$ cat config.mk
export PLATFORM = sky130hd
export DESIGN_NAME = offhook_seq
export DESIGN_NICKNAME = d
export VERILOG_FILES = /design/src/rtl/offhook_pkg.sv /design/src/rtl/offhook_settle_lut.sv /design/src/rtl/offhook_phase_timer.sv /design/src/rtl/offhook_cal_strobe.sv /design/src/rtl/offhook_seq.sv
export SDC_FILE = /design/constraint.sdc
export NUM_CORES = 1
export LEC_CHECK = 0
export ABC_AREA = 1
export BUFFER_PORTS_ARGS = -buffer_cell sky130_fd_sc_hd__buf_4
export CORE_ASPECT_RATIO = 0.8
export CORE_MARGIN = 2
export CORE_UTILIZATION = 40
export CTS_BUF_LIST = sky130_fd_sc_hd__clkbuf_8
export DETAILED_ROUTE_END_ITERATION = 10
export PLACE_DENSITY = 0.65
export SLEW_MARGIN = 15
export SYNTH_ARGS = -nofsm -noshare
export SYNTH_HDL_FRONTEND = slang
export SYNTH_SLANG_ARGS = --single-unit
$ cat constraint.sdc
create_clock -name clk -period 3.9 [get_ports clk]
set_clock_uncertainty 0.1 [all_clocks]
set_input_delay 1.17 -clock clk [delete_from_list [all_inputs] [get_ports clk]]
set_output_delay 1.17 -clock clk [all_outputs]
set_load 0.02 [all_outputs]
$ cat src/rtl/offhook_pkg.sv
package offhook_pkg;
  typedef enum logic [2:0] {
    PH_IDLE   = 3'd0,
    PH_LAT    = 3'd1,
    PH_SETTLE = 3'd2,
    PH_RCAL   = 3'd3,
    PH_ADC    = 3'd4,
    PH_READY  = 3'd5
  } phase_t;
endpackage

$ cat src/rtl/offhook_settle_lut.sv
module offhook_settle_lut #(
  parameter int W       = 19,
  parameter int T_00    = 128000,
  parameter int T_01    = 64000,
  parameter int T_10    = 8000,
  parameter int T_11    = 512000
) (
  input  logic [1:0]   code,
  output logic [W-1:0] ticks
);
  always_comb begin
    case (code)
      2'b00:   ticks = W'(T_00);
      2'b01:   ticks = W'(T_01);
      2'b10:   ticks = W'(T_10);
      default: ticks = W'(T_11);
    endcase
  end
endmodule

$ cat src/rtl/offhook_phase_timer.sv
module offhook_phase_timer #(
  parameter int W = 19
) (
  input  logic         clk,
  input  logic         rst,
  input  logic         tick,
  input  logic         clr,
  input  logic [W-1:0] limit,
  output logic         expire
);
  logic [W-1:0] cnt;

  assign expire = tick && (cnt == limit - W'(1));

  always_ff @(posedge clk) begin
    if (rst || clr) cnt <= '0;
    else if (tick)  cnt <= cnt + W'(1);
  end

  // the count stays below the active limit
  assert_no_overflow_R8: assert property (@(posedge clk) disable iff (rst)
    cnt < limit);
  // no tick, no progress
  assert_hold_without_tick_R8: assert property (@(posedge clk) disable iff (rst)
    (!tick && !clr) |=> $stable(cnt));
endmodule

$ cat src/rtl/offhook_cal_strobe.sv
module offhook_cal_strobe
  import offhook_pkg::*;
#(
  parameter phase_t TARGET = PH_RCAL
) (
  input  logic   clk,
  input  logic   rst,
  input  phase_t cur,
  input  phase_t nxt,
  output logic   start,
  output logic   busy
);
  always_ff @(posedge clk) begin
    if (rst) begin
      start <= 1'b0;
      busy  <= 1'b0;
    end else begin
      start <= (nxt == TARGET) && (cur != TARGET);
      busy  <= (nxt == TARGET);
    end
  end

  // a start strobe lasts one cycle
  assert_single_pulse_R10: assert property (@(posedge clk) disable iff (rst)
    start |=> !start);
  // busy follows the phase it belongs to
  assert_busy_in_phase_R10: assert property (@(posedge clk) disable iff (rst)
    busy |-> (cur == TARGET));
endmodule

$ cat src/rtl/offhook_seq.sv
module offhook_seq
  import offhook_pkg::*;
#(
  parameter int LAT_TICKS    = 250,
  parameter int SET_00_TICKS = 128000,
  parameter int SET_01_TICKS = 64000,
  parameter int SET_10_TICKS = 8000,
  parameter int SET_11_TICKS = 512000,
  parameter int RCAL_TICKS   = 17000,
  parameter int ADC_TICKS    = 256000
) (
  input  logic       clk,
  input  logic       rst,
  input  logic       tick,
  input  logic       hook_pin,
  input  logic       hook_bit,
  input  logic [1:0] settle_sel,
  input  logic       rcal_skip,
  input  logic       adc_skip,
  output logic [2:0] phase_o,
  output logic       path_ready,
  output logic       rcal_start,
  output logic       rcal_busy,
  output logic       adc_start,
  output logic       adc_busy
);
  function automatic int max2(int a, int b);
    return (a > b) ? a : b;
  endfunction

  localparam int MAX_T = max2(max2(max2(LAT_TICKS, SET_00_TICKS), max2(SET_01_TICKS, SET_10_TICKS)),
                              max2(max2(SET_11_TICKS, RCAL_TICKS), ADC_TICKS));
  localparam int CW    = $clog2(MAX_T + 1);

  phase_t         phase, phase_nxt;
  logic           req;
  logic [1:0]     sel_q;
  logic [CW-1:0]  settle_lim, limit;
  logic           expire, clr;

  assign req = hook_pin | hook_bit;

  offhook_settle_lut #(
    .W(CW), .T_00(SET_00_TICKS), .T_01(SET_01_TICKS),
    .T_10(SET_10_TICKS), .T_11(SET_11_TICKS)
  ) u_lut (
    .code  (sel_q),
    .ticks (settle_lim)
  );

  always_comb begin
    case (phase)
      PH_SETTLE: limit = settle_lim;
      PH_RCAL:   limit = CW'(RCAL_TICKS);
      PH_ADC:    limit = CW'(ADC_TICKS);
      default:   limit = CW'(LAT_TICKS);
    endcase
  end

  assign clr = (phase_nxt != phase) || (phase == PH_IDLE) || (phase == PH_READY);

  offhook_phase_timer #(.W(CW)) u_timer (
    .clk    (clk),
    .rst    (rst),
    .tick   (tick),
    .clr    (clr),
    .limit  (limit),
    .expire (expire)
  );

  always_comb begin
    phase_nxt = phase;
    case (phase)
      PH_IDLE:   if (req) phase_nxt = PH_LAT;
      PH_LAT:    if (expire) phase_nxt = PH_SETTLE;
      PH_SETTLE: if (expire) phase_nxt = rcal_skip ? (adc_skip ? PH_READY : PH_ADC) : PH_RCAL;
      PH_RCAL:   if (expire) phase_nxt = adc_skip ? PH_READY : PH_ADC;
      PH_ADC:    if (expire) phase_nxt = PH_READY;
      default:   phase_nxt = phase;
    endcase
    if (!req) phase_nxt = PH_IDLE;
  end

  always_ff @(posedge clk) begin
    if (rst) begin
      phase      <= PH_IDLE;
      path_ready <= 1'b0;
      sel_q      <= 2'b00;
    end else begin
      phase      <= phase_nxt;
      path_ready <= (phase_nxt == PH_READY);
      if (phase == PH_IDLE && req) sel_q <= settle_sel;
    end
  end

  assign phase_o = phase;

  offhook_cal_strobe #(.TARGET(PH_RCAL)) u_rcal (
    .clk (clk), .rst (rst), .cur (phase), .nxt (phase_nxt),
    .start (rcal_start), .busy (rcal_busy)
  );

  offhook_cal_strobe #(.TARGET(PH_ADC)) u_adc (
    .clk (clk), .rst (rst), .cur (phase), .nxt (phase_nxt),
    .start (adc_start), .busy (adc_busy)
  );

  // a dropped request returns to idle on the next edge
  assert_drop_to_idle_R7: assert property (@(posedge clk) disable iff (rst)
    !req |=> (phase == PH_IDLE) && !path_ready);
  // ready is only reached from a timed phase
  assert_ready_entry_R6: assert property (@(posedge clk) disable iff (rst)
    $rose(path_ready) |-> ($past(phase) == PH_SETTLE || $past(phase) == PH_RCAL || $past(phase) == PH_ADC));
  // resistor calibration is never entered while skipped
  assert_rcal_skip_R4: assert property (@(posedge clk) disable iff (rst)
    (phase == PH_RCAL && $past(phase) == PH_SETTLE) |-> !$past(rcal_skip));
  // ADC calibration is never entered while skipped
  assert_adc_skip_R5: assert property (@(posedge clk) disable iff (rst)
    (phase == PH_ADC && $past(phase) != PH_ADC) |-> !$past(adc_skip));
  // the phase code stays within the defined set
  assert_phase_code_R9: assert property (@(posedge clk) disable iff (rst)
    phase_o <= 3'd5);
endmodule

==> reports/results.txt, run 1 <==
Share of total power in the clock network: 0.457
Post-CTS Hold Buffers: 0
Clk sink count: 29
CTS max path bufs: 2
Wire length of the first global-routing pass: 9266 um
Total routing usage reported by global routing: 0.1854
Worst voltage drop across the vdd grid: 0.0001451 V
Post-route ant nets: 0
Biggest area consumer among synthesized cells: sky130_fd_sc_hd__dfxtp_1
P_leak: 1.160 nW
Via count of the first global-routing pass: 1,928
Starting density of the core: 0.4223
Slew Limit Headroom: 0.5851
Nets@finish: 380
Async S/R FF share, synth: 0
Routed length per instance: 12.06 um
R2R setup slack: 0.48 ns
Worst setup EP type: flop
Most numerous cell types in the synthesized netlist: sky130_fd_sc_hd__nand2_1, sky130_fd_sc_hd__inv_1, sky130_fd_sc_hd__nor2_1, sky130_fd_sc_hd__dfxtp_1, sky130_fd_sc_hd__nand3_1
Area delta synth->final: 11.36%
Clock latency on the worst-skew pair: 0.29 ns
Most instantiated library cell after synthesis: sky130_fd_sc_hd__nand2_1
Setup repair after global routing missed its margin: no
Proportion of netlist area held by the largest area contributor: 0.2475
Post-synth net total: 361
MaxCap Viol Count: 0
Diode count: 0
Tcrit/Tclk final: 0.8778
Maximum frequency from static timing analysis: 292.1 MHz
Launching element type of the critical path: flop
Largest net degree at the start of global routing: 20
Critical Path RT: 3.96 ns
Combinational cell fraction of total power: 0.087
Antenna violations before repair: 0
# IOs: 17
Internal cell power: 0.5032 mW
Run status: finished, final reports clean
Pins Over Slew Limit: 0
Worst Path Max Fanout: 19
Power share of the sequential group: 0.456
Count of mapped cells out of synthesis: 345
Standard cell core area: 0.005555 mm2
Clock tree from TritonCTS: done
Type of the worst setup path: reg2reg
Syn Area/Cell: 6.800 um2
Power density over cell area: 254.4 mW/mm2
Reg-to-reg critical path startpoint: phase_o[1]
Final routed wirelength across all metal layers: 5329 um
Half-perimeter wire length of the detailed placement result: 4214 um
Setup violation total in the final timing report: 0
Power consumption: 0.6645 mW
# H-tree levels: 2
Synthesis warning total: 0
Share of cells above drive strength 1: 0.1923
Count of cells along the worst hold path: 2
Switching power: 0.1613 mW
Synth area leaders: sky130_fd_sc_hd__dfxtp_1, sky130_fd_sc_hd__nand2_1, sky130_fd_sc_hd__inv_1, sky130_fd_sc_hd__nor2_1, sky130_fd_sc_hd__nand3_1
DRC viols: 0
Sum Neg Setup Slack: 0 ns
Final count of hold timing violations: 0
Total clock buffers created by CTS: 5
Sequential share of the synthesized area: 0.2475
Cell variety after synth: 34
Clock-pin slew reported for the worst setup and hold paths after clock tree synthesis: 0.06 ns
Grt total ovfl: 0
Count of state elements after synthesis: 29
Slew at the pin with the worst max-slew slack: 0.6167 ns
Arrival time reported for the critical path endpoint: 3.49 ns
Drt pass-1 iters: 4
Vias per cell: 4.792
EDFF count, synth: 0
Number of violations reported at the end of detailed-routing iteration 0: 126
Worst-case reg-to-reg path depth: 23
Worst hold path class: reg2reg
Leading register cell type out of synthesis: sky130_fd_sc_hd__dfxtp_1
Total number of placement rows: 24
Horizontal die dimension: 89.62 um
End point of the critical path: u_timer.cnt[7]
Worst setup path startpoint: phase_o[1]
Clk Tree Root Cell: sky130_fd_sc_hd__clkbuf_8
Overall via count from detail_route: 2,118
Post-route minimum period: 3.424 ns
Switching Fraction: 0.2427
Floorplan die height: 72.50 um
FF-to-FF End: u_timer.cnt[7]
Die area: 0.006497 mm2
Final weighted congestion in routability-driven placement: 0.8857
Number of input and output port buffers inserted: 16
Post-synthesis cell area: 0.002346 mm2
==> state kept, by name, indices dropped and copies added (netlist names) <==
signal and cells:
u_rcal.start 1, sel_q 2, path_ready 1, u_adc.busy 1, u_rcal.busy 1, u_adc.start 1
phase_o 3, u_timer.cnt 19
==> routing by layer <==
metal  share of wire  up-vias  track usage
met2            0.39       29       0.2459
li1                -     1127            -
met4          0.0096        0      0.04809
met3           0.048        7      0.04323
met5               0        -            0
met1            0.55      955       0.2938
==> cells in the final DEF, fill, tap and decap left out <==
cell / netlist / final
sky130_fd_sc_hd__inv_4: 1 / 1
sky130_fd_sc_hd__dfxtp_1: 29 / 28
sky130_fd_sc_hd__and2_1: 1 / 1
sky130_fd_sc_hd__nor3_2: 10 / 10
sky130_fd_sc_hd__nand2_1: 97 / 97
sky130_fd_sc_hd__o21ai_0: 3 / 3
sky130_fd_sc_hd__inv_2: 2 / 2
sky130_fd_sc_hd__clkbuf_8: 0 / 5
sky130_fd_sc_hd__buf_4: 1 / 19
sky130_fd_sc_hd__nand4_1: 5 / 5
sky130_fd_sc_hd__nor4_1: 2 / 2
sky130_fd_sc_hd__inv_1: 43 / 43
sky130_fd_sc_hd__nor2_4: 3 / 3
sky130_fd_sc_hd__inv_8: 1 / 1
sky130_fd_sc_hd__a21oi_1: 3 / 3
sky130_fd_sc_hd__nor3_1: 16 / 16
sky130_fd_sc_hd__xor2_1: 14 / 14
sky130_fd_sc_hd__nand3_1: 28 / 28
sky130_fd_sc_hd__bufinv_16: 0 / 1
sky130_fd_sc_hd__nor2_1: 38 / 38
sky130_fd_sc_hd__nand2_8: 1 / 1
sky130_fd_sc_hd__nand3_4: 1 / 1
sky130_fd_sc_hd__nand3_2: 8 / 8
sky130_fd_sc_hd__mux2i_1: 1 / 1
sky130_fd_sc_hd__dfxtp_2: 0 / 1
sky130_fd_sc_hd__o21ai_1: 2 / 2
sky130_fd_sc_hd__nand2_4: 4 / 4
sky130_fd_sc_hd__nand2_2: 7 / 7
sky130_fd_sc_hd__xnor2_1: 3 / 3
sky130_fd_sc_hd__nor2_8: 2 / 2
sky130_fd_sc_hd__nor2_2: 2 / 2
sky130_fd_sc_hd__nand4_4: 1 / 1
sky130_fd_sc_hd__ha_1: 7 / 7
sky130_fd_sc_hd__clkinv_2: 0 / 1
sky130_fd_sc_hd__nor3b_1: 1 / 1
sky130_fd_sc_hd__a211oi_1: 2 / 2
==> worst max-delay path, cell delays in order, from the launching register on <==
cell and delay, ns:
sky130_fd_sc_hd__dfxtp_1 0.53, sky130_fd_sc_hd__buf_4 0.23, sky130_fd_sc_hd__nand3_1 0.18, sky130_fd_sc_hd__nand3_1 0.16
sky130_fd_sc_hd__inv_1 0.05, sky130_fd_sc_hd__ha_1 0.23, sky130_fd_sc_hd__inv_1 0.13, sky130_fd_sc_hd__nand2_1 0.06
sky130_fd_sc_hd__nand2_1 0.11, sky130_fd_sc_hd__nand3_2 0.08, sky130_fd_sc_hd__nand2_1 0.09, sky130_fd_sc_hd__nand2_1 0.05
sky130_fd_sc_hd__nor2_1 0.10, sky130_fd_sc_hd__nand2_1 0.07, sky130_fd_sc_hd__nor2_2 0.12, sky130_fd_sc_hd__nand4_4 0.14
sky130_fd_sc_hd__nand2_1 0.09, sky130_fd_sc_hd__nand2_1 0.05, sky130_fd_sc_hd__nor2_1 0.10, sky130_fd_sc_hd__nand3_2 0.12
sky130_fd_sc_hd__nand2_2 0.12, sky130_fd_sc_hd__nand2_2 0.07, sky130_fd_sc_hd__nand2_4 0.23, sky130_fd_sc_hd__nor3_1 0.09
==> cell type report <==
class	instances	area, um2
fillers	568	2943
flip-flops and latches	29	581.8
inverters	47	186.4
clock inverters	2	35.03
repair buffers	19	142.6
multi-input cells	262	1500
well taps	78	97.59
clock buffers	5	68.82
==> through the flow <==
step / setup slack, ns / util / cells / hold slack [ns] / instance area, um2
after global placement: 0.4144 / 0.4514 / 435 / 0.4592 / 2507
after CTS: 0.3217 / 0.4700 / 442 / 0.4785 / 2611
final: 0.4764 / 0.4703 / 442 / 0.4793 / 2613
after floorplan: 0.9152 / - / 345 / 0.4142 / 2346
after detailed placement: 0.3778 / 0.4514 / 435 / 0.4696 / 2507
after global routing: 0.1021 / 0.4703 / 442 / 0.5152 / 2613
==> worst min path at each step <==
stage,startpoint,end,slack [ns]
global route,sel_q[1],sel_q[1],0.52
CTS,sel_q[1],sel_q[1],0.48
global placement,sel_q[1],sel_q[1],0.46
detailed placement,sel_q[1],sel_q[1],0.47
floorplan,sel_q[1],sel_q[1],0.41
finish,sel_q[1],sel_q[1],0.48
==> what timing repair did <==
item                       in CTS  in global routing
resized for setup               0                  1
setup endpoints to repair       0                 19
setup buffers                   0                  0
==> cells by family (layout without fill, tap and decap cells) <==
family,after synthesis,after routing,share of synthesized area
mux,1,1,0.004267
flops,29,29,0.2475
buf+inv,54,73,0.1131
xor+xnor,17,17,0.06347
simple gates,227,227,0.5109
fa+ha+maj,7,7,0.03733
compound gates,10,10,0.02346
==> power groups by stage <==
stage	sequential (mW)	combinational, mW	clock (mW)
after floorplan	0.309	0.0429	0
after global placement	0.310	0.0580	0
after detailed placement	0.310	0.0586	0
after CTS	0.303	0.0590	0.308
after global routing	0.304	0.0646	0.320
final	0.303	0.0580	0.303
No activity file was read; power rests on OpenSTA's default activity.
==> inputs of run 2 (changes only) <==
--- a/config.mk
+++ b/config.mk
@@ -7,13 +7,15 @@
 export LEC_CHECK = 0
 export ABC_AREA = 1
 export BUFFER_PORTS_ARGS = -buffer_cell sky130_fd_sc_hd__buf_4
+export CAP_MARGIN = 10
 export CORE_ASPECT_RATIO = 0.8
 export CORE_MARGIN = 2
 export CORE_UTILIZATION = 40
 export CTS_BUF_LIST = sky130_fd_sc_hd__clkbuf_8
 export DETAILED_ROUTE_END_ITERATION = 10
-export PLACE_DENSITY = 0.65
+export PLACE_DENSITY = 0.64
 export SLEW_MARGIN = 15
 export SYNTH_ARGS = -nofsm -noshare
 export SYNTH_HDL_FRONTEND = slang
+export SYNTH_HIERARCHICAL = 1
 export SYNTH_SLANG_ARGS = --single-unit
==> reports/results.txt, run 2 <==
Worst-case reg-to-reg path depth: 30 (+30%)
Sum Neg Setup Slack: 0 ns (unchanged)
Pins Over Slew Limit: 0 (unchanged)
MaxCap Viol Count: 0 (unchanged)
Biggest area consumer among synthesized cells: sky130_fd_sc_hd__dfxtp_1
Most Frequent Cell on Critical Path: sky130_fd_sc_hd__nand2_1
Grt total ovfl: 0 (unchanged)
Worst setup EP type: flop
P_leak: 1.555 nW (+34%)
Arrival time reported for the critical path endpoint: 3.67 ns (+0.18 ns)
Reg-to-reg critical path startpoint: phase_o[0]
Post-CTS Hold Buffers: 0 (unchanged)
Share of cell area taken by muxes after synthesis: 0 (-0.004267)
Area fraction in and, or, nand and nor cells after synthesis: 0.4711 (-0.03980)
Overall via count from detail_route: 2,631 (+24%)
Sequential share of the synthesized area: 0.2060 (-0.04143)
Antenna violations before repair: 0 (unchanged)
Vias per cell: 4.673 (-2.5%)
Worst setup path startpoint: phase_o[0]
Worst voltage drop across the vdd grid: 0.0001943 V (+34%)
FF-to-FF End: u_timer/cnt[3]
Most instantiated library cell after synthesis: sky130_fd_sc_hd__nand2_1
Leading cell type in the layout, fill and taps excluded: sky130_fd_sc_hd__nand2_1
Final count of hold timing violations: 0 (unchanged)
Launching element type of the critical path: flop
Leading register cell type out of synthesis: sky130_fd_sc_hd__dfxtp_1
Clock tree from TritonCTS: done
Via count of the first global-routing pass: 2,351 (+22%)
Run status: finished, final reports clean
Type of the worst setup path: reg2reg
Clock latency on the worst-skew pair: 0.28 ns (about the same)
Met2 wire length: 2640 um (+26%)
CTS max path bufs: 2 (unchanged)
Post-synthesis cell area: 0.002818 mm2 (+20%)
Count of mapped cells out of synthesis: 447 (+30%)
Clock-pin slew reported for the worst setup and hold paths after clock tree synthesis: 0.06 ns (about the same)
Max FFs per register: 19 (unchanged)
End point of the critical path: u_timer/cnt[3]
Clk Tree Root Cell: sky130_fd_sc_hd__clkbuf_8
Final routed wirelength across all metal layers: 6710 um (+26%)
Top layer reached by signal wires: met4
Syn Area/Cell: 6.304 um2 (-7.3%)
Synthesis warning total: 6 (+6)
Proportion of netlist area held by the largest area contributor: 0.2060 (-0.04143)
Commonest non-fill, non-tap cells in the layout: sky130_fd_sc_hd__nand2_1, sky130_fd_sc_hd__inv_1, sky130_fd_sc_hd__nor2_1
Count of state elements after synthesis: 29 (unchanged)
Number of violations reported at the end of detailed-routing iteration 0: 149 (+18%)
# IOs: 17 (unchanged)
Horizontal die dimension: 97.84 um (+9.2%)
Tcrit/Tclk final: 0.9133 (+0.03544)
Total routing usage reported by global routing: 0.1823 (-0.003080)
Critical Path RT: 4.01 ns (+0.05 ns)
Number of input and output port buffers inserted: 16 (unchanged)
Total number of placement rows: 27 (+13%)
Total clock buffers created by CTS: 5 (unchanged)
Cell variety after synth: 42 (+24%)
Setup violation total in the final timing report: 0 (unchanged)
Synth area leaders: sky130_fd_sc_hd__dfxtp_1, sky130_fd_sc_hd__nand2_1, sky130_fd_sc_hd__nor2_1, sky130_fd_sc_hd__inv_1, sky130_fd_sc_hd__nand3_1
Hold slack: 0.3890 ns (-0.09028 ns)
Biggest registers after layout: u_timer/cnt x19, phase_o x3, sel_q x2
Most numerous cell types in the synthesized netlist: sky130_fd_sc_hd__nand2_1, sky130_fd_sc_hd__nor2_1, sky130_fd_sc_hd__inv_1, sky130_fd_sc_hd__dfxtp_1, sky130_fd_sc_hd__nand3_1
Post-route ant nets: 0 (unchanged)
Filler Cell Count: 721 (+27%)
Worst hold path class: reg2reg
Met3 WL post-DR: 209 um (-19%)
R2R setup slack: 0.34 ns (-0.14 ns)
Die area: 0.007736 mm2 (+19%)
Length of routed wiring on met1: 3803 um (+30%)
Share of synthesized cell area in full adder, half adder and majority cells: 0.03552 (-0.001809)
Share of cells above drive strength 1: 0.2374 (+0.04509)
Drt pass-1 iters: 4 (unchanged)
Async S/R FF share, synth: 0 (unchanged)
EDFF count, synth: 0 (unchanged)
Compound-Gate Fraction of Synth Area: 0.07904 (+0.05557)
Largest stage delay, worst path: 0.34 ns (-0.19 ns)
Maximum frequency from static timing analysis: 280.8 MHz (-3.9%)
# H-tree levels: 2 (unchanged)
Clk sink count: 29 (unchanged)
Diode count: 0 (unchanged)
Floorplan die height: 79.07 um (+9.1%)
Half-perimeter wire length of the detailed placement result: 5673 um (+35%)
Sequential cell area: 588.1 um2 (+1.1%)
Power density over cell area: 192.0 mW/mm2 (-25%)
Largest net degree at the start of global routing: 14 (-30%)
Area delta synth->final: 14.79%
Wire length of the first global-routing pass: 11,310 um (+22%)
Power consumption: 0.6211 mW (-6.5%)
Post-route minimum period: 3.562 ns (+0.1382 ns)
Area of combinational cells with multiple inputs: 0.001911 mm2 (+27%)
Largest reg by FF count: u_timer/cnt
Final weighted congestion in routability-driven placement: 0.9265 (+4.6%)
Main combinational cell family by area after synthesis: simple AND/OR/NAND/NOR gates
Starting density of the core: 0.4109 (-0.01142)
Routed length per instance: 11.92 um (-1.1%)
Worst Path Max Fanout: 10 (-9)
Post-layout utilization of the core: 0.4716 (+0.001359)
Standard cell core area: 0.006858 mm2 (+23%)
XOR/XNOR share of the synthesized area: 0.06483 (+0.001365)
Nets@finish: 493 (+30%)
DRC viols: 0 (unchanged)
Slowest-stage cell, CP: sky130_fd_sc_hd__dfxtp_2
[run 2: cell types whose count changed in the layout (fill, tap and decap cells not counted), moves of 9 or more]
cell | previous run | this run
sky130_fd_sc_hd__inv_1 | 43 | 59
sky130_fd_sc_hd__a21oi_1 | 3 | 16
sky130_fd_sc_hd__nor2_1 | 38 | 54
sky130_fd_sc_hd__nor3_1 | 16 | 6
sky130_fd_sc_hd__nor2_2 | 2 | 19
sky130_fd_sc_hd__o21ai_0 | 3 | 14
sky130_fd_sc_hd__buf_4 | 19 | 30
sky130_fd_sc_hd__nor3_2 | 10 | 1
[run 2: critical path, delay by kind of cell (launching register included)]
kind | cells | cell delay (ns)
simple gates | 20 | 2.03
buf+inv | 7 | 0.67
flops | 1 | 0.34
compound gates | 2 | 0.19
fa+ha+maj | 1 | 0.16
[run 2: final cells by class]
cell class / count / area share
flip-flops and latches: 29 / 0.1818
well taps: 87 / 0.03366
inverters: 67 / 0.08162
multi-input cells: 340 / 0.5907
clock inverters: 1 / 0.001161
repair buffers: 33 / 0.08549
clock buffers: 6 / 0.02553
[run 2: what timing repair did]
| action | 4_1_cts | 5_1_grt |
|---|---|---|
| setup buffers | 0 | 3 |
| gates resized for setup | 2 | 21 |
| endpoints found under the setup margin | 12 | 19 |
| pin swaps | 0 | 3 |
[run 2: how the worst min path moves through the flow]
stage          slack [ns]  cells past startpoint         endpoint       startpoint
2_1_floorplan        0.37                      2         sel_q[0]         sel_q[0]
3_3_place_gp         0.40                      2  u_timer/cnt[17]  u_timer/cnt[17]
3_5_place_dp         0.41                      2  u_timer/cnt[17]  u_timer/cnt[17]
4_1_cts              0.42                      2  u_timer/cnt[17]  u_timer/cnt[17]
5_1_grt              0.44                      2         sel_q[0]         sel_q[0]
6_report             0.39                      2         sel_q[0]         sel_q[0]
[run 2: logic make-up after synthesis]
logic type,Yosys count
and+or+nand+nor,263
buffers and inverters,84
AOI/OAI and AO/OA,41
DFF,29
xor gates and xnor gates,20
adders and majority gates,8
other,2
[run 2: report_power, final]
part           switching, mW  leakage (nW)  internal (mW)  total, mW
Sequential           0.00495         0.236          0.299      0.304
Clock                  0.106        0.0485          0.137      0.243
Combinational         0.0449          1.27         0.0294     0.0743
Total                  0.156          1.55          0.466      0.621
[run 2: layer usage]
metal  vias up  GRT usage
met1      1166     0.2922
li1       1423          -
met3         5    0.02465
met2        37     0.2452
met5         -          0
met4         0    0.05556
[run 2: stage by stage]
stage,cells,worst slack [ns],cell area (um2)
after floorplan,453,0.2501,2840
after global placement,553,0.04178,3067
after detailed placement,553,-0.07658,3067
after CTS,560,0.08563,3157
after global routing,563,-0.01283,3234
final,563,0.3382,3234
